==> config.mk <==
export PLATFORM = sky130hd
export DESIGN_NAME = trig_chan_gen
export DESIGN_NICKNAME = d
export VERILOG_FILES = /design/src/rtl/trig_chan_pkg.sv /design/src/rtl/trig_match_unit.sv /design/src/rtl/trig_flag_ctrl.sv /design/src/rtl/trig_ctl_regs.sv /design/src/rtl/trig_chan_gen.sv
export SDC_FILE = /design/constraint.sdc
export NUM_CORES = 1
export LEC_CHECK = 0
export BUFFER_PORTS_ARGS = -buffer_cell sky130_fd_sc_hd__buf_4
export CORE_AREA = 2 2 88 90
export DETAILED_ROUTE_END_ITERATION = 7
export DIE_AREA = 0 0 90 92
export GPL_TIMING_DRIVEN = 0
export MAX_ROUTING_LAYER = met4
export PLACE_DENSITY_LB_ADDON = 0.08
export REMOVE_ABC_BUFFERS = 1
export SLEW_MARGIN = 40
export SYNTH_ARGS = -nofsm -noshare
export SYNTH_HDL_FRONTEND = slang
export SYNTH_SLANG_ARGS = --single-unit
==> constraint.sdc <==
create_clock -name clk -period 1.75 [get_ports clk]
set_input_delay 0.0875 -clock clk [delete_from_list [all_inputs] [get_ports clk]]
set_output_delay 0.0875 -clock clk [all_outputs]
set_load 0.005 [all_outputs]
==> src/rtl/trig_chan_pkg.sv <==
package trig_chan_pkg;

    localparam int REG_W       = 32;
    localparam int TRIG_CH     = 6;
    localparam int FLAG_BIT    = 7;
    localparam int INIT_EN_BIT = 6;
    localparam int USED_BITS   = 8;

    typedef struct packed {
        logic                 init_en;
        logic [TRIG_CH-1:0]   ch_en;
    } trig_cfg_t;

    typedef struct packed {
        logic             wr_en;
        logic             rd_en;
        logic [REG_W-1:0] wdata;
    } reg_req_t;

    // Register bits 5:0 to per-channel enables (channel index order).
    function automatic logic [TRIG_CH-1:0] field_to_en(input logic [5:0] f);
        logic [TRIG_CH-1:0] en;
        en[0]   = f[4];
        en[1]   = f[5];
        en[5:2] = f[3:0];
        return en;
    endfunction

    function automatic logic [5:0] en_to_field(input logic [TRIG_CH-1:0] en);
        logic [5:0] f;
        f[4]   = en[0];
        f[5]   = en[1];
        f[3:0] = en[5:2];
        return f;
    endfunction

    function automatic logic [REG_W-1:0] pack_word(input trig_cfg_t cfg, input logic flag);
        logic [REG_W-1:0] w;
        w                = '0;
        w[FLAG_BIT]      = flag;
        w[INIT_EN_BIT]   = cfg.init_en;
        w[5:0]           = en_to_field(cfg.ch_en);
        return w;
    endfunction

endpackage

==> src/rtl/trig_match_unit.sv <==
module trig_match_unit
    import trig_chan_pkg::*;
#(
    parameter int CNT_W   = 16,
    parameter int NUM_CMP = 8
) (
    input  logic                     clk,
    input  logic                     rst,
    input  logic [CNT_W-1:0]         cnt_i,
    input  logic [CNT_W-1:0]         init_val_i,
    input  logic [NUM_CMP*CNT_W-1:0] cmp_val_i,
    input  trig_cfg_t                cfg_i,
    output logic                     hit_o,
    output logic                     trig_o
);

    logic [NUM_CMP-1:0] chan_eq;
    logic [NUM_CMP-1:0] chan_fire;
    logic               init_fire;
    logic               unused_eq_hi;
    logic               trig_q;

    for (genvar i = 0; i < NUM_CMP; i++) begin : g_chan
        assign chan_eq[i] = (cmp_val_i[i*CNT_W +: CNT_W] == cnt_i);
        if (i < TRIG_CH) begin : g_trig
            assign chan_fire[i] = chan_eq[i] & cfg_i.ch_en[i];
        end else begin : g_idle
            assign chan_fire[i] = 1'b0;
        end
    end

    assign unused_eq_hi = ^chan_eq;
    assign init_fire    = cfg_i.init_en & (cnt_i == init_val_i);
    assign hit_o        = init_fire | (|chan_fire);

    always_ff @(posedge clk) begin
        if (rst) trig_q <= 1'b0;
        else     trig_q <= hit_o;
    end

    assign trig_o = trig_q;

    AST_PULSE_NEEDS_HIT: assert property (@(posedge clk) disable iff (rst)
        !hit_o |=> !trig_o);

endmodule

==> src/rtl/trig_flag_ctrl.sv <==
module trig_flag_ctrl
    import trig_chan_pkg::*;
(
    input  logic     clk,
    input  logic     rst,
    input  logic     hit_i,
    input  reg_req_t req_i,
    output logic     flag_o
);

    logic flag_q;
    logic armed_q;
    logic clr_ok;

    assign clr_ok = req_i.wr_en & armed_q & ~req_i.wdata[FLAG_BIT];

    always_ff @(posedge clk) begin
        if (rst) begin
            flag_q  <= 1'b0;
            armed_q <= 1'b0;
        end else if (hit_i) begin
            flag_q  <= 1'b1;
            armed_q <= 1'b0;
        end else if (req_i.wr_en) begin
            if (clr_ok) flag_q <= 1'b0;
            armed_q <= 1'b0;
        end else if (req_i.rd_en && flag_q) begin
            armed_q <= 1'b1;
        end
    end

    assign flag_o = flag_q;

    AST_FLAG_SET_ON_HIT: assert property (@(posedge clk) disable iff (rst)
        hit_i |=> flag_q);

    AST_NO_CLEAR_UNARMED: assert property (@(posedge clk) disable iff (rst)
        (flag_q && !armed_q) |=> flag_q);

    AST_ARMED_IMPLIES_FLAG: assert property (@(posedge clk) disable iff (rst)
        armed_q |-> flag_q);

endmodule

==> src/rtl/trig_ctl_regs.sv <==
module trig_ctl_regs
    import trig_chan_pkg::*;
(
    input  logic             clk,
    input  logic             rst,
    input  reg_req_t         req_i,
    input  logic             flag_i,
    output trig_cfg_t        cfg_o,
    output logic [REG_W-1:0] rdata_o
);

    trig_cfg_t cfg_q;
    logic      unused_wdata;

    always_ff @(posedge clk) begin
        if (rst) begin
            cfg_q <= '0;
        end else if (req_i.wr_en) begin
            cfg_q.init_en <= req_i.wdata[INIT_EN_BIT];
            cfg_q.ch_en   <= field_to_en(req_i.wdata[5:0]);
        end
    end

    assign unused_wdata = ^{req_i.wdata[REG_W-1:USED_BITS], req_i.wdata[FLAG_BIT], req_i.rd_en};
    assign cfg_o        = cfg_q;
    assign rdata_o      = pack_word(cfg_q, flag_i);

    AST_CFG_HOLDS: assert property (@(posedge clk) disable iff (rst)
        !req_i.wr_en |=> $stable(cfg_q));

endmodule

==> src/rtl/trig_chan_gen.sv <==
module trig_chan_gen
    import trig_chan_pkg::*;
#(
    parameter int CNT_W   = 16,
    parameter int NUM_CMP = 8
) (
    input  logic                     clk,
    input  logic                     rst,
    input  logic [CNT_W-1:0]         cnt_i,
    input  logic [CNT_W-1:0]         init_val_i,
    input  logic [NUM_CMP*CNT_W-1:0] cmp_val_i,
    input  logic                     reg_wr_en_i,
    input  logic                     reg_rd_en_i,
    input  logic [REG_W-1:0]         reg_wdata_i,
    output logic [REG_W-1:0]         reg_rdata_o,
    output logic                     trig_o
);

    reg_req_t  req;
    trig_cfg_t cfg;
    logic      hit;
    logic      flag;

    assign req = '{wr_en: reg_wr_en_i, rd_en: reg_rd_en_i, wdata: reg_wdata_i};

    trig_match_unit #(.CNT_W(CNT_W), .NUM_CMP(NUM_CMP)) u_match (
        .clk        (clk),
        .rst        (rst),
        .cnt_i      (cnt_i),
        .init_val_i (init_val_i),
        .cmp_val_i  (cmp_val_i),
        .cfg_i      (cfg),
        .hit_o      (hit),
        .trig_o     (trig_o)
    );

    trig_flag_ctrl u_flag (
        .clk    (clk),
        .rst    (rst),
        .hit_i  (hit),
        .req_i  (req),
        .flag_o (flag)
    );

    trig_ctl_regs u_regs (
        .clk     (clk),
        .rst     (rst),
        .req_i   (req),
        .flag_i  (flag),
        .cfg_o   (cfg),
        .rdata_o (reg_rdata_o)
    );

    AST_TRIG_SETS_FLAG_PORT: assert property (@(posedge clk) disable iff (rst)
        trig_o |-> reg_rdata_o[FLAG_BIT]);

endmodule

==> metrics.md, run 1 <==
| Metric | Value |
|---|---|
| Worst Clk Skew | `between 0.002 and 0.003 ns` |
| Filler cells | `between 800 and 900` |
| CP Cell Sequence | `buf_4, xor2_1, nor4_1, nand4_1, o22ai_1, nor4_1, nor4b_4` |
| Final Core Density | `roughly two fifths` |
| CTS Hold Bufs | `0` |
| CTS Sinks | `10` |
| Cts bufs inserted | `3` |
| Via count | `around 1900` |
| Overall Power | `roughly 0.0011 W` |
| Total gr overflow | `0` |
| NumNets Final | `about 560` |
| Post-route ant nets | `0` |
| Clk root buf | `clkbuf_8` |
| Max Root-Sink Buffers | `2` |
| Row count | `32` |
| CTS tree | `done` |
| Measured slew at the worst slew-check pin | `approximately 0.57 ns` |
| P&R area growth vs syn | `54.80%` |
| Drt first pass iters | `4` |
| Vias in the first global route | `1970` |
| Fin crit share | `between 90% and 100%` |
| Compound-gate portion of the synthesized area | `under 10%` |
| Critical path's largest stage delay | `roughly 0.54 ns` |
| Crit. End Element | `register` |
| Data required, critical path | `1.87 ns` |
| PD cells | `~380 nW/um^2` |
| Wire per inst | `roughly 15 um` |
| Post-synthesis sequential area ratio | `10.38%` |
| Hold Path Class | `in2reg` |
| First-pass GRT wire length | `roughly 10 mm` |
| RSZ-0062 raised after global routing | `no` |
| Die Ht | `92 um` |
| Adder-cell share of the synthesized area | `0%` |
| Synth Area in Simple Gates | `16.34%` |
| Synth warn | `0` |
| Total GRT Usage | `around 17%` |
| Largest family of logic cells by synthesized area | `XOR/XNOR gates` |
| Minimum clock period | `about 1.6 ns` |
| Die area | `about 8300 um^2` |
| Routed wire length | `between 6 and 7 mm` |
| Peak supply drop | `between 0.2 and 0.25 mV` |
| Final Hold Fails | `0` |
| Synth Area in XOR/XNOR | `approximately half` |
| Placer congestion estimate | `approximately 0.80` |
| CP Data Arrival Time | `between 1.5 and 2 ns` |
| Static leakage | `between 1 and 1.5 nW` |
| Outcome | `completed` |
| Area taken by multi-input logic gates | `~1500 um^2` |
| Skew-Pair Late Insertion Delay | `roughly 0.23 ns` |
| Fmax achieved | `around 630 MHz` |
| Mapped Avg Cell Area | `roughly 8.3 um^2` |
| Count of final setup violators | `0` |
| Critical path type | `in2reg` |
| Dpl hpwl | `between 5 and 6 mm` |
| Share of cells above drive strength 1 | `~42%` |
| IO Pins | `229` |
| CORE AREA | `between 7000 and 8000 um^2` |
| Syn Std Cell Area | `1929 um^2` |
| Clk slew on worst S/H paths | `about 0.050 ns` |
| DR vias/cell | `around 4.1` |
| Initial drt markers | `20` |
| Max cap viols | `0` |
| FF+latch count, synth | `10` |
| Starting density of the core | `25.91%` |
| Post-CTS setup buffers | `0` |
| ANT cells | `0` |
| Slew Limit Fails | `0` |
| CP startpoint kind | `input port` |
| Initial antenna violation count | `0` |
| Port bufs | `approximately 150` |
| Worst Path Max Fanout | `7` |
| Mapped Cells | `233` |
| Relative slew slack | `approximately 60%` |
| Worst path slowest cell | `nor4_1` |
| Mux cell area share after synthesis | `approximately 3.6%` |
| FF/Latch Area | `200.2 um^2` |
| Width of the die | `approximately 90 um` |
| Pin count of the biggest net entering global routing | `11` |
| Unique masters post-synth | `19` |
| # DRC | `0` |
| Post-CTS sizing | `0` |
| CP most frequent cell | `nor4_1` |
| H-tree levels | `1` |
## cells in the final DEF (no fill, tap or decap)
cell type	n
o22ai_1	3
a21oi_1	2
nor4_1	20
clkbuf_8	4
mux2i_1	7
buf_4	148
nor3_1	6
nand3b_1	1
nor2_1	9
nor4b_4	1
xor2_1	94
a211oi_1	1
nand4_1	9
xnor2_1	18
nand2_1	7
dfxtp_1	10
nor4_2	1
conb_1	24
## layout make-up
cell class                 count  share of cell area [%]
tap                          102                   4.273
multi-input combinational    203                   49.98
timing repair buffer         148                   37.20
clock buffer                   4                   1.843
sequential                    10                   6.703
## stage by stage
| stage | instances | area [um^2] | hold WS [ns] | TNS [ns] | setup slack (ns) |
|---|---|---|---|---|---|
| 4_1_cts | 467 | 2987 | 0.08977 | 0 | 0.1564 |
| 6_report | 467 | 2987 | 0.08779 | 0 | 0.1649 |
| 5_1_grt | 467 | 2987 | 0.1037 | 0 | 0.03976 |
| 2_1_floorplan | 213 | 1693 | 0.1566 | 0 | 0.5538 |
| 3_5_place_dp | 463 | 2932 | 0.3312 | -0.08241 | -0.08241 |
| 3_3_place_gp | 463 | 2932 | 0.3231 | -0.09338 | -0.09338 |
## power by group
| part | switching [W] | internal [W] |
|---|---|---|
| logic | 0.000252 | 0.000345 |
| clock network | 0.0000872 | 0.000197 |
| registers | 0.00000747 | 0.000238 |
## worst paths after layout
| path | end | start | cells past startpoint | slack (ns) |
|---|---|---|---|---|
| hold / removal | u_regs.cfg_o[5]$_SDFFE_PP0P_ | reg_wdata_i[3] | 3 | 0.09 |
| setup / recovery | u_flag.armed_q$_SDFFE_PP0P_ | cnt_i[9] | 7 | 0.16 |
| hold reg to reg | u_regs.cfg_o[5]$_SDFFE_PP0P_ | u_regs.cfg_o[5]$_SDFFE_PP0P_ | 2 | 0.53 |
| setup reg to reg | u_flag.armed_q$_SDFFE_PP0P_ | u_regs.cfg_o[1]$_SDFFE_PP0P_ | 4 | 0.48 |
## cells in the mapped netlist
library cell	instances	area share [%]
conb_1	1	0.19
nor2_1	9	1.8
buf_6	2	1.2
nand2_1	7	1.4
nand4_1	9	2.9
nor4_1	20	6.5
buf_4	39	15
nor3_1	6	1.6
dfxtp_1	10	10
a211oi_1	1	0.39
o22ai_1	3	0.97
clkbuf_1	2	0.39
mux2i_1	7	3.6
nand3b_1	1	0.39
xor2_1	94	43
nor4b_4	1	1.2
nor4_2	1	0.65
a21oi_1	2	0.52
xnor2_1	18	8.2
## flip-flops by register name, summed over array words and instances (netlist names)
name and cells:
u_regs.cfg_o 7, u_match.trig_o 1, u_flag.flag_o 1, u_flag.armed_q 1
## worst max-delay path, delay by kind of cell
family,cells,cell delay [ns]
simple gates,4,0.99
xor+xnor,1,0.17
compound gates,1,0.29
buf+inv,1,0.16
## logic make-up (layout without fill, tap and decap cells)
group | count (synthesis) | after routing
xor gates and xnor gates | 112 | 112
and+or+nand+nor | 54 | 54
buffers and inverters | 43 | 152
DFF | 10 | 10
muxes | 7 | 7
AOI/OAI and AO/OA | 6 | 6
other | 1 | 24
## metal layers
layer  vias to the layer above  wire [um]  track usage, %  share of wire, %
met5                         -          0               -                 0
met3                         4        482           3.944               7.0
li1                        981          -               -                 -
met2                       108       3268           28.26                48
met1                       811       3035           21.07                44
met4                         0         89           2.179               1.3
Power figures use the tool's default switching activity.
==> run 2, diff against run 1 <==
ABC_AREA = 1   (was unset)
CORE_AREA = unset   (was 2 2 88 90)
CORE_MARGIN = 2   (was unset)
CORE_UTILIZATION = 44   (was unset)
DIE_AREA = unset   (was 0 0 90 92)
PLACE_DENSITY = 0.83   (was unset)
PLACE_DENSITY_LB_ADDON = unset   (was 0.08)
==> run 2 against run 1 <==
Net effect:
- synthesized cell count grew to 3.1 times the previous value
- clock-buffer cell count is the same
- register-to-register slack lost 0.25 ns
- sequential power grew 3%
- critical endpoint is now u_flag.flag_o$_SDFFE_PP0P_
==> metrics.md, run 2 <==
| Metric | Value |
|---|---|
| Largest register FFs | `7` |
| Worst Path Max Fanout | `3` |
| Share of cells above drive strength 1 | `between 15 and 20%` |
| Count of final setup violators | `0` |
| Number of synthesized flops with an enable pin | `0` |
| Starting density of the core | `a little under half` |
| Pin count of the biggest net entering global routing | `16` |
| Fmax achieved | `658.1 MHz` |
| Top_reg_cell synth | `dfxtp_1` |
| Finished Cell Area | `4466 um^2` |
| P&R area growth vs syn | `32.48%` |
| Total gr overflow | `0` |
| Port bufs | `around 150` |
| Worst path slowest cell | `dfxtp_1` |
| Via count | `between 4000 and 5000` |
| First-pass GRT wire length | `21.49 mm` |
| CP most frequent cell | `nand2_1` |
| Wire per inst | `~15 um` |
| Row count | `31` |
| Dpl hpwl | `roughly 11 mm` |
| Mapped Avg Cell Area | `4.662 um^2` |
| Commonest non-fill, non-tap cells in the layout | `292 x nand2_1, 148 x buf_4, 114 x nor2_1` |
| Most common cell after layout, fill and taps aside | `nand2_1` |
| Metal3 WL | `~1.1 mm` |
| FF+latch count, synth | `10` |
| Bufs and invs on worst path | `1` |
| Share of the synthesized area in the top cell type | `between 30% and 40%` |
| Total GRT Usage | `roughly a third` |
| Unique masters post-synth | `29` |
| Mapped Cells | `a little over 700` |
| NumNets Final | `around 1100` |
| Data required, critical path | `between 1.5 and 2 ns` |
| Cts bufs inserted | `3` |
| Outcome | `completed` |
| CTS Sinks | `10` |
| Final Core Density | `about three fifths` |
| Crit. End Element | `register` |
| Top cell type by total area after synthesis | `nand2_1` |
| Max Root-Sink Buffers | `2` |
| Synth Area in XOR/XNOR | `8.315%` |
| Initial antenna violation count | `0` |
| Critical path type | `reg2reg` |
| Die area | `8377 um^2` |
| Static leakage | `2.783 nW` |
| Routed wl met2 | `6.348 mm` |
| Fin crit share | `86.83%` |
| H-tree levels | `1` |
| IO Pins | `between 200 and 250` |
| Fin Setup TNS | `0 ns` |
| Hold Path Class | `in2reg` |
| Minimum clock period | `approximately 1.5 ns` |
| CTS Hold Bufs | `0` |
| CTS tree | `done` |
| Post-synth top cells | `292 x nand2_1, 114 x nor2_1, 107 x inv_1, 30 x nand3_1, 28 x o21ai_0` |
| Final Hold Fails | `0` |
| Area after DPL | `roughly 4400 um^2` |
| Vias in the first global route | `4448` |
| Hold WS | `0.007342 ns` |
| Drt first pass iters | `6` |
| Compound-gate portion of the synthesized area | `a little under 9%` |
| Mux cell area share after synthesis | `0%` |
| Post-CTS setup buffers | `0` |
| Post-synthesis sequential area ratio | `roughly 5.9%` |
| Post-CTS sizing | `0` |
| Worst Clk Skew | `0.0005052 ns` |
| Clk slew on worst S/H paths | `approximately 0.05 ns` |
| DR vias/cell | `4.958` |
| Async set-reset flop share out of synthesis | `0%` |
| ANT cells | `0` |
| Critical path's top delay family | `simple AND/OR/NAND/NOR gates` |
| Synth Area in Simple Gates | `55.27%` |
| # DRC | `0` |
| Critical path's largest stage delay | `~0.43 ns` |
| Highest metal used | `met4` |
| Skew-Pair Late Insertion Delay | `approximately 0.24 ns` |
| CP Cell Sequence | `inv_1, a21oi_1, nand3_1, nor2_1, nand3_1, nand2_1, nor2_1, nand2_1, nand2_1, nand2_1` |
| RSZ-0062 raised after global routing | `no` |
| Max cap viols | `0` |
| Placer congestion estimate | `0.9533` |
| PD cells | `~350 nW/um^2` |
| Clk root buf | `clkbuf_8` |
| CORE AREA | `7331 um^2` |
| CP Data Arrival Time | `approximately 1.7 ns` |
| Synth warn | `0` |
| Syn Std Cell Area | `between 3000 and 4000 um^2` |
| Peak supply drop | `around 0.52 mV` |
| Routed met1 length | `~6 mm` |
| Largest family of logic cells by synthesized area | `simple AND/OR/NAND/NOR gates` |
| Adder-cell share of the synthesized area | `0%` |
| Routed wire length | `approximately 14 mm` |
| CP startpoint kind | `register` |
| Most numerous cell in the Yosys netlist | `nand2_1` |
| Slew Limit Fails | `0` |
| Initial drt markers | `between 300 and 400` |
| Die Ht | `a little over 90 um` |
| Width of the die | `91.53 um` |
| Synth area leaders | `nand2_1 33%, nor2_1 13%, inv_1 12%` |
| Post-route ant nets | `0` |
## run 2: area by class of cell
| class | instances | area (um^2) |
|---|---|---|
| Inverter | 118 | 442.9 |
| Clock buffer | 4 | 55.05 |
| Tap cell | 99 | 123.9 |
| Multi-Input combinational cell | 577 | 2532 |
| Sequential cell | 10 | 200.2 |
| Timing Repair Buffer | 148 | 1111 |
| Fill cell | 797 | 2865 |
## run 2: path summary, 6_finish.rpt
check / from / end / slack (ns) / cells after the start
hold reg to reg: u_regs.cfg_o[6]$_SDFFE_PP0P_ / u_regs.cfg_o[6]$_SDFFE_PP0P_ / 0.50 / 2
hold / removal: rst / u_match.trig_o$_SDFF_PP0_ / 0.007 / 2
setup reg to reg: u_regs.cfg_o[5]$_SDFFE_PP0P_ / u_flag.flag_o$_SDFFE_PP0P_ / 0.23 / 10
setup / recovery: u_regs.cfg_o[5]$_SDFFE_PP0P_ / u_flag.flag_o$_SDFFE_PP0P_ / 0.23 / 10
## run 2: power breakdown
| group | switching [W] | internal (W) |
|---|---|---|
| combinational | 0.000561 | 0.000437 |
| sequential | 0.0000135 | 0.000240 |
| clock | 0.0000981 | 0.000198 |
## run 2: metrics by stage
step / setup slack (ns) / power, W / std cells
floorplan: 0.7102 / 0.0007420 / 705
global placement: 0.2565 / 0.001225 / 952
detailed placement: 0.2403 / 0.001232 / 952
CTS: 0.3004 / 0.001533 / 956
global route: 0.1529 / 0.001668 / 956
finish: 0.2304 / 0.001547 / 956
## run 2: logic make-up (layout without fill, tap and decap cells)
logic type	Yosys count	count (layout)
compound gates	56	56
xor+xnor	32	32
buf+inv	159	270
flops	10	10
other cells	1	24
simple gates	465	465
## run 2: layer usage
layer	GRT usage, %	vias to the layer above
met5	-	-
met4	15.28	0
met3	2.158	36
met2	54.29	243
met1	42.72	2062
li1	-	2399
==> run 3, diff against run 2 <==
clock period = 1.5 ns   (was 1.75 ns; I/O delays follow)
==> run 3 against run 2 <==
Net effect:
- flip-flop and latch count unchanged
- power increased by 17%
- sequential share of layout area is 0.066 points higher
- utilization increased by 0.24 points
- critical path type unchanged
- largest cell class unchanged
- highest routed layer unchanged
==> metrics.md, run 3 (synthesis results as in run 2) <==
| Metric | Value |
|---|---|
| IO Pins | `229` |
| Clk root buf | `clkbuf_8` |
| CP Data Arrival Time | `between 1.5 and 2 ns` |
| Commonest non-fill, non-tap cells in the layout | `292 x nand2_1, 148 x buf_4, 114 x nor2_1` |
| DR vias/cell | `4.951` |
| Data required, critical path | `approximately 1.7 ns` |
| Hold Path Class | `in2reg` |
| Overall Power | `approximately 0.0018 W` |
| Pin count of the biggest net entering global routing | `16` |
| Fin crit share | `approximately 93%` |
| Static leakage | `about 2.8 nW` |
| Largest register FFs | `7` |
| RSZ-0062 raised after global routing | `no` |
| Worst path slowest cell | `dfxtp_2` |
| Via count | `around 4700` |
| Critical path's largest stage delay | `about 0.38 ns` |
| Total gr overflow | `0` |
| Reg-to-reg critical path endpoint | `u_flag.flag_o$_SDFFE_PP0P_` |
| Post-route ant nets | `0` |
| Layer with the highest usage | `met2` |
| Final Hold Fails | `0` |
| Critical path's top delay family | `simple AND/OR/NAND/NOR gates` |
| Worst Clk Skew | `~0.00066 ns` |
| M3 GR Usage | `2.158%` |
| Critical path type | `reg2reg` |
| Die Ht | `~92 um` |
| Count of final setup violators | `0` |
| CP startpoint kind | `register` |
| CORE AREA | `~7300 um^2` |
| Share of cells above drive strength 1 | `19.81%` |
| # DRC | `0` |
| Row count | `31` |
| Finished Cell Area | `~4500 um^2` |
| H-tree levels | `1` |
| P&R area growth vs syn | `33.00%` |
| Dpl hpwl | `between 10 and 15 mm` |
| Most common cell after layout, fill and taps aside | `nand2_1` |
| Placer congestion estimate | `between 0.9 and 1` |
| Cts bufs inserted | `3` |
| Drt first pass iters | `5` |
| Slack of the worst reg-to-reg path | `~0.11 ns` |
| Die area | `roughly 8400 um^2` |
| Wire per inst | `14.55 um` |
| Routed wire length | `between 10 and 15 mm` |
| Initial drt markers | `272` |
| Crit. End Element | `register` |
| Port bufs | `148` |
| Max cap viols | `0` |
| Peak supply drop | `between 0.6 and 0.7 mV` |
| PD cells | `403.2 nW/um^2` |
| CTS Sinks | `10` |
| Outcome | `completed` |
| Post-CTS setup buffers | `0` |
| Fmax achieved | `between 700 and 800 MHz` |
| Skew-Pair Late Insertion Delay | `roughly 0.24 ns` |
| Vias in the first global route | `approximately 4500` |
| Bufs and invs on worst path | `1` |
| Met1 GRT Util | `about 43%` |
| CP Cell Sequence | `inv_1, a21oi_2, nand3_1, nor2_1, nand3_1, nand2_1, nor2_1, nand2_1, nand2_1, nand2_1` |
| CP most frequent cell | `nand2_1` |
| Filler cells | `between 700 and 800` |
| Clk slew on worst S/H paths | `~0.050 ns` |
| Initial antenna violation count | `0` |
| Hold path cells | `3` |
| Total GRT Usage | `between 30% and 40%` |
| Width of the die | `roughly 92 um` |
| First-pass GRT wire length | `around 22 mm` |
| Minimum clock period | `between 1 and 1.5 ns` |
| Origin of the worst min-delay path | `reg_wdata_i[7]` |
| Reg2reg start | `u_regs.cfg_o[5]$_SDFFE_PP0P_` |
| Crit path from | `u_regs.cfg_o[5]$_SDFFE_PP0P_` |
| Area after DPL | `4410 um^2` |
| WHS Endpoint | `u_flag.flag_o$_SDFFE_PP0P_` |
| NumNets Final | `around 1100` |
| CTS tree | `done` |
| Slew Limit Fails | `0` |
| Starting density of the core | `between 40% and 50%` |
| R2r worst-path depth | `10` |
| Fin Setup TNS | `0 ns` |
| Max Root-Sink Buffers | `2` |
| Worst Path Max Fanout | `3` |
| GR Layer Usage met2 | `a little over half` |
| ANT cells | `0` |
## run 3: cell count changes in the layout (fill, tap and decap cells not counted)
cell / change
dfxtp_1: -3
dfxtp_2: +3
a21oi_1: -1
a21oi_2: +1
dlygate4sd3_1: +1
## run 3: final cells by class
cell class	instances	area, um^2	area share [%]
flip-flops and latches	10	203.9	4.549
repair buffers	149	1121	25.01
well taps	99	123.9	2.763
clock buffers	4	55.05	1.228
inverters	118	442.9	9.880
multi-input cells	577	2536	56.57
## run 3: repair_timing
item | in CTS | in global routing
hold buffers | 1 | 0
resized for setup | 0 | 4
setup endpoints to repair | 0 | 2
endpoints found under the hold margin | 1 | 0
## run 3: worst max path at each step
stage | to | cells past startpoint
2_1_floorplan | u_flag.armed_q$_SDFFE_PP0P_ | 9
3_3_place_gp | u_match.trig_o$_SDFF_PP0_ | 11
3_5_place_dp | u_flag.flag_o$_SDFFE_PP0P_ | 13
4_1_cts | u_flag.flag_o$_SDFFE_PP0P_ | 10
5_1_grt | u_flag.flag_o$_SDFFE_PP0P_ | 10
6_report | u_flag.flag_o$_SDFFE_PP0P_ | 10
## run 3: metal layers
layer,vias up,part of all wire (%)
li1,2394,-
met1,2075,43
met2,233,46
met3,36,7.5
met4,0,3.2
met5,-,0
## run 3: power breakdown
| part | leakage, nW | switching [W] | internal, W |
|---|---|---|---|
| Clock | 0.0288 | 0.000115 | 0.000231 |
| Sequential | 0.0832 | 0.0000156 | 0.000281 |
| Combinational | 2.68 | 0.000653 | 0.000512 |
| Total | 2.79 | 0.000784 | 0.00102 |
## run 3: tightest hold or removal path, cell delays in order
cell and delay, ns:
buf_4 0.07, o211ai_1 0.09, nand2_1 0.07
## run 3: through the flow
step | worst slack, ns | instances | hold WS (ns) | utilization [%]
2_1_floorplan | 0.4602 | 705 | 0.1374 | -
3_3_place_gp | 0.01903 | 952 | 0.2403 | 60.16
3_5_place_dp | 0.002776 | 952 | 0.2446 | 60.16
4_1_cts | 0.05039 | 957 | 0.09190 | 61.05
5_1_grt | 0.02387 | 957 | 0.1156 | 61.15
6_report | 0.1066 | 957 | 0.09194 | 61.15
